### src/rtl/cec_tx_pkg.sv
package cec_tx_pkg;
  typedef enum logic [1:0] {BK_START, BK_ZERO, BK_ONE} bit_kind_t;
  typedef enum logic [1:0] {ST_IDLE, ST_WAIT, ST_BITS} tx_state_t;

  // timing in 50 us units
  localparam int unsigned BIT_U       = 48;
  localparam int unsigned ZERO_LOW_U  = 30;
  localparam int unsigned ONE_LOW_U   = 12;
  localparam int unsigned START_U     = 90;
  localparam int unsigned START_LOW_U = 74;
  localparam int unsigned SAMPLE_U    = 21;

  // bus-free wait lengths in bit periods
  localparam int unsigned SFT_RETRY   = 3;
  localparam int unsigned SFT_NEW     = 5;
  localparam int unsigned SFT_PRESENT = 7;

  // control word layout
  localparam int unsigned LEN_W      = 5;
  localparam int unsigned CTL_GO_B   = 5;
  localparam int unsigned CTL_SOM_B  = 6;
  localparam int unsigned CTL_EOM_B  = 7;
  localparam int unsigned ACK_SLOT   = 9;
  localparam int unsigned EOM_SLOT   = 8;
endpackage

### src/rtl/cec_unit_tick.sv
module cec_unit_tick #(
  parameter int unsigned DIV = 2
) (
  input  logic clk,
  input  logic rst_n,
  input  logic clr,
  output logic tick
);
  localparam int unsigned CW = (DIV > 1) ? $clog2(DIV) : 1;
  logic [CW-1:0] pcnt;

  assign tick = (pcnt == CW'(DIV - 1));

  always_ff @(posedge clk) begin
    if (!rst_n)             pcnt <= '0;
    else if (clr || tick)   pcnt <= '0;
    else                    pcnt <= pcnt + 1'b1;
  end
endmodule

### src/rtl/cec_tx_buffer.sv
module cec_tx_buffer #(
  parameter int unsigned DEPTH = 16,
  parameter int unsigned DW    = 8,
  localparam int unsigned AW   = $clog2(DEPTH)
) (
  input  logic          clk,
  input  logic          rst_n,
  input  logic          wr_en,
  input  logic [AW-1:0] wr_addr,
  input  logic [DW-1:0] wr_data,
  input  logic [AW-1:0] rd_addr,
  output logic [DW-1:0] rd_data
);
  logic [DW-1:0] slot [DEPTH];

  for (genvar g = 0; g < DEPTH; g++) begin : g_slot
    always_ff @(posedge clk) begin
      if (!rst_n)                                slot[g] <= '0;
      else if (wr_en && wr_addr == AW'(g))       slot[g] <= wr_data;
    end
  end

  assign rd_data = slot[rd_addr];
endmodule

### src/rtl/cec_bit_shaper.sv
module cec_bit_shaper
  import cec_tx_pkg::*;
(
  input  logic      clk,
  input  logic      rst_n,
  input  logic      tick,
  input  logic      go,
  input  logic      abort,
  input  bit_kind_t kind,
  output logic      drive_low,
  output logic      sample_stb,
  output logic      bit_end
);
  localparam int unsigned CNT_W = $clog2(START_U + 1);

  logic             active;
  logic [CNT_W-1:0] cnt;
  bit_kind_t        kind_r;
  logic [CNT_W-1:0] low_len, period;

  always_comb begin
    unique case (kind_r)
      BK_START: begin low_len = CNT_W'(START_LOW_U); period = CNT_W'(START_U); end
      BK_ZERO:  begin low_len = CNT_W'(ZERO_LOW_U);  period = CNT_W'(BIT_U);   end
      default:  begin low_len = CNT_W'(ONE_LOW_U);   period = CNT_W'(BIT_U);   end
    endcase
  end

  assign drive_low  = active && (cnt < low_len);
  assign sample_stb = active && tick && (cnt == CNT_W'(SAMPLE_U));
  assign bit_end    = active && tick && (cnt == period - 1'b1);

  always_ff @(posedge clk) begin
    if (!rst_n) begin
      active <= 1'b0;
      cnt    <= '0;
      kind_r <= BK_ONE;
    end else if (abort) begin
      active <= 1'b0;
    end else if (go) begin
      active <= 1'b1;
      cnt    <= '0;
      kind_r <= kind;
    end else if (active && tick) begin
      if (cnt == period - 1'b1) active <= 1'b0;
      else                      cnt    <= cnt + 1'b1;
    end
  end


  go_gap_chk: assert property (@(posedge clk) disable iff (!rst_n)
    go |-> (!active || bit_end));

  stb_excl_chk: assert property (@(posedge clk) disable iff (!rst_n)
    !(sample_stb && bit_end));
endmodule

### src/rtl/cec_tx_seq.sv
module cec_tx_seq
  import cec_tx_pkg::*;
#(
  parameter int unsigned UNIT_DIV = 2,
  parameter int unsigned DEPTH    = 16,
  localparam int unsigned AW      = $clog2(DEPTH),
  localparam int unsigned NEED_W  = $clog2(SFT_PRESENT * BIT_U + 1)
) (
  input  logic          clk,
  input  logic          rst_n,
  input  logic          wr_valid,
  output logic          wr_ready,
  input  logic [AW-1:0] wr_addr,
  input  logic [7:0]    wr_data,
  input  logic          ctl_wr,
  input  logic [7:0]    ctl_data,
  input  logic [1:0]    sft_sel,
  input  logic          stop_on_nack,
  input  logic          line_in,
  output logic          drive_low,
  output logic          busy,
  output logic          done,
  output logic          ack_ok,
  output logic          tx_err,
  output logic          arb_lost
);
  tx_state_t          state;
  logic [LEN_W-1:0]   len_r;
  logic               som_r, eom_r, stop_r;
  logic [NEED_W-1:0]  need_r, icnt;
  logic [AW-1:0]      byte_idx;
  logic [3:0]         bit_idx;
  logic               cur_start, cur_val, ack_all;

  logic               tick, sample_stb, bit_end;
  logic [7:0]         rd_data;
  logic [AW-1:0]      nb;
  logic [3:0]         nbit;
  logic               launch, nstart, nval, finish;
  logic               samp, conflict, nack, abort_now;
  logic               last_byte, nb_last;
  bit_kind_t          nkind;
  logic [LEN_W-1:0]   req_len;
  logic               req_ok;
  logic [NEED_W-1:0]  req_need;
  logic [2:0]         bsel;

  assign wr_ready = (state == ST_IDLE);
  assign busy     = (state != ST_IDLE);

  cec_unit_tick #(.DIV(UNIT_DIV)) u_tick (
    .clk(clk), .rst_n(rst_n), .clr(state == ST_IDLE), .tick(tick));

  cec_tx_buffer #(.DEPTH(DEPTH), .DW(8)) u_buf (
    .clk(clk), .rst_n(rst_n), .wr_en(wr_valid && wr_ready),
    .wr_addr(wr_addr), .wr_data(wr_data), .rd_addr(nb), .rd_data(rd_data));

  cec_bit_shaper u_shape (
    .clk(clk), .rst_n(rst_n), .tick(tick), .go(launch), .abort(abort_now),
    .kind(nkind), .drive_low(drive_low), .sample_stb(sample_stb), .bit_end(bit_end));

  // control word decode
  assign req_len = ctl_data[LEN_W-1:0];
  assign req_ok  = (req_len != '0) && (req_len <= LEN_W'(DEPTH));
  always_comb begin
    unique case (sft_sel)
      2'd0:    req_need = NEED_W'(SFT_RETRY * BIT_U);
      2'd1:    req_need = NEED_W'(SFT_NEW * BIT_U);
      default: req_need = NEED_W'(SFT_PRESENT * BIT_U);
    endcase
  end

  assign last_byte = (LEN_W'(byte_idx) == len_r - 1'b1);

  // next-bit selection
  always_comb begin
    launch = 1'b0;
    nstart = 1'b0;
    finish = 1'b0;
    nb     = byte_idx;
    nbit   = bit_idx;
    if (state == ST_WAIT) begin
      if (tick && line_in && icnt == need_r - 1'b1) begin
        launch = 1'b1;
        nstart = som_r;
        nb     = '0;
        nbit   = '0;
      end
    end else if (state == ST_BITS && bit_end) begin
      if (cur_start) begin
        launch = 1'b1;
        nb     = '0;
        nbit   = '0;
      end else if (bit_idx == 4'(ACK_SLOT)) begin
        if (last_byte) finish = 1'b1;
        else begin
          launch = 1'b1;
          nb     = byte_idx + 1'b1;
          nbit   = '0;
        end
      end else begin
        launch = 1'b1;
        nbit   = bit_idx + 1'b1;
      end
    end
  end

  assign nb_last = (LEN_W'(nb) == len_r - 1'b1);
  assign bsel    = 3'd7 - nbit[2:0];
  always_comb begin
    if (nbit < 4'(EOM_SLOT))       nval = rd_data[bsel];
    else if (nbit == 4'(EOM_SLOT)) nval = eom_r && nb_last;
    else                           nval = 1'b1;
  end
  assign nkind = nstart ? BK_START : (nval ? BK_ONE : BK_ZERO);

  // line monitoring
  assign samp      = (state == ST_BITS) && sample_stb && !cur_start;
  assign conflict  = samp && cur_val && !line_in && (bit_idx != 4'(ACK_SLOT));
  assign nack      = samp && (bit_idx == 4'(ACK_SLOT)) && line_in;
  assign abort_now = conflict || (nack && stop_r);

  always_ff @(posedge clk) begin
    if (!rst_n) begin
      state     <= ST_IDLE;
      len_r     <= '0;
      som_r     <= 1'b0;
      eom_r     <= 1'b0;
      stop_r    <= 1'b0;
      need_r    <= '0;
      icnt      <= '0;
      byte_idx  <= '0;
      bit_idx   <= '0;
      cur_start <= 1'b0;
      cur_val   <= 1'b0;
      ack_all   <= 1'b0;
      done      <= 1'b0;
      ack_ok    <= 1'b0;
      tx_err    <= 1'b0;
      arb_lost  <= 1'b0;
    end else begin
      unique case (state)
        ST_IDLE: begin
          if (ctl_wr && ctl_data[CTL_GO_B]) begin
            ack_ok   <= 1'b0;
            arb_lost <= 1'b0;
            if (req_ok) begin
              state   <= ST_WAIT;
              done    <= 1'b0;
              tx_err  <= 1'b0;
              len_r   <= req_len;
              som_r   <= ctl_data[CTL_SOM_B];
              eom_r   <= ctl_data[CTL_EOM_B];
              stop_r  <= stop_on_nack;
              need_r  <= req_need;
              icnt    <= '0;
              ack_all <= 1'b1;
            end else begin
              done    <= 1'b1;
              tx_err  <= 1'b1;
            end
          end
        end
        ST_WAIT: begin
          if (tick) begin
            if (!line_in)    icnt  <= '0;
            else if (launch) state <= ST_BITS;
            else             icnt  <= icnt + 1'b1;
          end
        end
        default: begin
          if (abort_now) begin
            state <= ST_IDLE;
            done  <= 1'b1;
            if (conflict) begin
              if (byte_idx == '0) arb_lost <= 1'b1;
              else                tx_err   <= 1'b1;
            end
          end else if (nack) begin
            ack_all <= 1'b0;
          end
          if (finish) begin
            state  <= ST_IDLE;
            done   <= 1'b1;
            ack_ok <= ack_all;
          end
        end
      endcase
      if (launch) begin
        byte_idx  <= nb;
        bit_idx   <= nbit;
        cur_start <= nstart;
        cur_val   <= nval;
      end
    end
  end


  ack_done_chk: assert property (@(posedge clk) disable iff (!rst_n)
    ack_ok |-> done);

  arb_header_chk: assert property (@(posedge clk) disable iff (!rst_n)
    $rose(arb_lost) |-> ($past(byte_idx) == '0));

  flag_excl_chk: assert property (@(posedge clk) disable iff (!rst_n)
    !(tx_err && arb_lost));

  drive_frame_chk: assert property (@(posedge clk) disable iff (!rst_n)
    drive_low |-> (state == ST_BITS));

  busy_launch_chk: assert property (@(posedge clk) disable iff (!rst_n)
    (busy && ctl_wr) |=> $stable(len_r));
endmodule

### config.mk
export PLATFORM = sky130hd
export DESIGN_NAME = cec_tx_seq
export DESIGN_NICKNAME = d
export VERILOG_FILES = /design/src/rtl/cec_tx_pkg.sv /design/src/rtl/cec_unit_tick.sv /design/src/rtl/cec_tx_buffer.sv /design/src/rtl/cec_bit_shaper.sv /design/src/rtl/cec_tx_seq.sv
export SDC_FILE = /design/constraint.sdc
export NUM_CORES = 1
export LEC_CHECK = 0
export BUFFER_PORTS_ARGS = -buffer_cell sky130_fd_sc_hd__buf_4
export CORE_ASPECT_RATIO = 0.9
export CORE_UTILIZATION = 63
export CTS_CLUSTER_DIAMETER = 30
export DETAILED_ROUTE_END_ITERATION = 6
export GPL_ROUTABILITY_DRIVEN = 0
export PLACE_DENSITY = 0.82
export RECOVER_POWER = 50
export SETUP_SLACK_MARGIN = 0.1
export SYNTH_ARGS = -nofsm -noshare
export SYNTH_HDL_FRONTEND = slang
export SYNTH_SLANG_ARGS = --single-unit
### constraint.sdc
create_clock -name clk -period 4.7 [get_ports clk]
set_clock_uncertainty 0.2 [all_clocks]
set_input_delay 0.235 -clock clk [delete_from_list [all_inputs] [get_ports clk]]
set_output_delay 0.235 -clock clk [all_outputs]
set_load 0.005 [all_outputs]
==> key figures <==
Timing
  • Max-slew headroom: between 10% and 20%
  • Final min period: approximately 4.4 ns
  • RSZ-0062 raised after global routing: true
  • Final Max Slew Viols: 0
  • Fin. Hold Viols: 0
  • Highest clock rate: around 0.23 GHz
  • Worst-Margin Slew: approximately 1.3 ns
  • Crit share post-route: between 90% and 100%
  • Final setup TNS: 0 ns
  • Final setup fails: 0
  • Fin Hold WS: about 0.023 ns
  • Fin worst setup slack: 0.339 ns

Floorplan
  • I/O pin count: 35
  • Die extent in y: 119 um
  • Die area: 0.0158 sq mm
  • Row count: 42
  • Core area: around 0.015 sq mm
  • Die extent in x: 132 um
  • Starting density of the core: between 60% and 70%

Min path
  • Hold crit path type: in2reg
  • Worst hold path depth: 5
  • Hold Crit Start: ctl_wr
  • Worst Hold End: done$_SDFFE_PN0P_

Critical path
  • CP Data Arrival Time: 4.49 ns
  • RR Endpoint: u_shape.kind_r[1]$_SDFFE_PN1P_
  • Worst R2R Start: need_r[4]$_SDFFE_PN0P_
  • Crit-path slowest cell: a2111oi_1
  • WP data required: between 4 and 5 ns
  • CP max stage delay: approximately 0.45 ns
  • Worst Path Max Fanout: 18
  • Bufs and invs on worst path: 1
  • Crit path max-delay family: compound AO/OA/AOI/OAI gates
  • Crit path cell chain: inv_1 -> ha_1 -> xnor2_1 -> nor4_1 -> o2111ai_2 -> and2_1 -> o21ai_0 -> nand2_2 -> a2111oi_1 -> a2111oi_0 -> a211o_1 -> a311o_1 -> o211ai_1 -> nand2_1
  • Critical path startpoint: need_r[4]$_SDFFE_PN0P_
  • CP Launch Type: flip-flop
  • R2R depth: 14
  • Critical path type: reg2reg
  • Setup crit end kind: flip-flop
  • Reg2Reg Setup Slack: about 0.34 ns

Layout
  • Share of layout cells above drive strength 1: 11.6%
  • Final Util: about 73%
  • Fill cells: around 1100
  • Nets: approximately 1000
  • Fin cells: around 1200
  • Design area: between 0.01 and 0.015 sq mm
  • Synth-to-Final Area Change: 12.1%

CTS
  • Max Buffers Root-to-Sink: 2
  • Clock Latency Late Sink: 0.44 ns
  • Clock Pin Slew Worst Setup and Hold Paths: roughly 0.07 ns
  • H-tree depth: 4
  • Clock sinks: roughly 180
  • CTS Buf Count: 17
  • CTS tree: done
  • Root Driver: clkbuf_16

Place
  • Post-place setup slack: ~0.055 ns
  • Placed Cells: about 1100
  • Port bufs: 34
  • Detail Placement HPWL: 17700 um
  • Post-Place Cell Area: around 0.01 sq mm

Logic synthesis
  • Top cells by count, synth: and2_1, edfxtp_1, nand2_1
  • XOR/XNOR share of the synthesized area: 2.87%
  • Compound-Gate Fraction of Synth Area: between 10% and 20%
  • Synthesis Warnings: 0
  • Largest family of logic cells by synthesized area: simple AND/OR/NAND/NOR gates
  • Post-Syn Area per Cell: just over 10 sq um
  • Mux cell area share after synthesis: under 10%
  • Post-synth EDFFs: approximately 130
  • Ys flop type: edfxtp_1
  • Area leader, netlist: edfxtp_1
  • Yosys reg bits: ~180
  • Top cells by area, synth: edfxtp_1, dfxtp_1, and2_1, mux2i_1, nand2_1
  • Cell with the most instances after synthesis: and2_1
  • Cells after Synth: approximately 930
  • Synth Net Count: 968
  • Synth Area in Simple Gates: 23.5%
  • Share of the synthesized area in the top cell type: 39.8%
  • Synth cell types: 68
  • Proportion of synthesized chip area in sequential cells: between 50% and 60%
  • Adder-cell share of the synthesized area: between 1.5 and 2%
  • Async set-reset flop share out of synthesis: 0%
  • Post-synthesis cell area: between 0.009 and 0.01 sq mm

Routing
  • Post-route ant nets: 0
  • DR iter-0 viols: 1071
  • DR vias: 7524
  • WL per Instance: approximately 21 um
  • First drt pass iteration count: 5
  • Via density per instance: 6.37
  • WL final: 25100 um
  • DRC errors left: 0

Pwr
  • PwrDens: ~320 mW/mm^2
  • Final Power: 3.47 mW
  • Lkg Pwr: 4.11 nW
  • VDD IR-drop max: about 280 uV

Global routing
  • Global-route usage over all layers: 33.0%
  • Pin count of the biggest net entering global routing: slightly below 60
  • Vias in the first global route: a little under 7000
  • Antenna violations before repair: 1
  • First-pass GRT wire length: between 30000 and 40000 um
  • Global route overflow: 0

Status
  • Status: finished clean

Job
  • Max Cap Viol: 0
[what timing repair did]
action,4_1_cts,5_1_grt
pin swaps,0,1
setup buffers,0,1
resized for setup,1,11
endpoints found under the setup margin,3,3
cloned,0,0
hold endpoints to repair,13,0
hold buffers,12,0
[area by class of cell]
| class | instances | area [sq um] | share of cell area (%) |
|---|---|---|---|
| clock inverter | 13 | 118 | 1.09 |
| antenna | 1 | 2.50 | 0.0231 |
| inverter | 20 | 75.1 | 0.694 |
| tap | 198 | 248 | 2.29 |
| sequential | 178 | 4840 | 44.8 |
| clock buffer | 19 | 437 | 4.04 |
| timing repair buffer | 77 | 582 | 5.38 |
| multi-input combinational | 675 | 4510 | 41.7 |
[worst reg2reg max path, delay by kind of cell, from the launching register on]
kind / cells / cell delay, ns
adders and majority gates: 1 / 0.32
DFF: 1 / 0.38
buffers and inverters: 1 / 0.08
xor gates and xnor gates: 1 / 0.13
AOI/OAI and AO/OA: 7 / 2.06
and+or+nand+nor: 4 / 1.10
[cells in the final DEF (no fill, tap or decap), types with 15 or more instances in the layout]
master,count
a211oi_1,20
nand3_1,17
o21ai_0,28
nor2_1,57
clkbuf_16,17
dfxtp_1,50
and3_1,31
inv_1,20
and2_1,94
edfxtp_1,128
a21boi_0,17
xnor2_1,15
a21oi_1,20
mux2i_1,36
and2_0,57
nand2_1,78
buf_4,50
[worst max-delay path by stage]
| stage | endpoint | slack (ns) | cells past startpoint |
|---|---|---|---|
| global placement | u_shape.kind_r[1]$_SDFFE_PN1P_ | 0.23 | 14 |
| finish | u_shape.kind_r[1]$_SDFFE_PN1P_ | 0.34 | 14 |
| global route | u_shape.kind_r[1]$_SDFFE_PN1P_ | 0.06 | 14 |
| floorplan | u_shape.kind_r[1]$_SDFFE_PN1P_ | 0.59 | 17 |
| CTS | u_shape.kind_r[1]$_SDFFE_PN1P_ | 0.12 | 14 |
| detailed placement | u_shape.kind_r[1]$_SDFFE_PN1P_ | 0.05 | 14 |
[where the power goes]
part | total (mW) | internal (mW) | switching [mW]
Clock | 1.35 | 0.701 | 0.646
Sequential | 1.78 | 1.74 | 0.0378
Combinational | 0.346 | 0.138 | 0.208
[routing by layer]
metal	global-route usage (%)	part of all wire [%]	vias up
met4	8.55	1.3	0
met3	9.15	11	34
met1	48.4	43	3635
met5	0	0	-
li1	-	-	3472
met2	48.0	44	383
[flip-flops by register name (all words and copies together) (netlist names), 2 cells and up]
| signal | flops |
|---|---|
| bit_idx | 4 |
| byte_idx | 4 |
| icnt | 9 |
| len_r | 5 |
| need_r | 5 |
| state | 2 |
| u_buf.slot | 128 |
| u_shape.cnt | 7 |
| u_shape.kind_r | 2 |
[cell families after synthesis]
kind of cell / after synthesis
multiplexers: 44
AO/OA/AOI/OAI: 176
buffers and inverters: 75
adder cells (fa/ha/maj): 12
XOR/XNOR: 30
flip-flops: 178
AND/OR/NAND/NOR: 413
(Power assumes the default switching activity.)
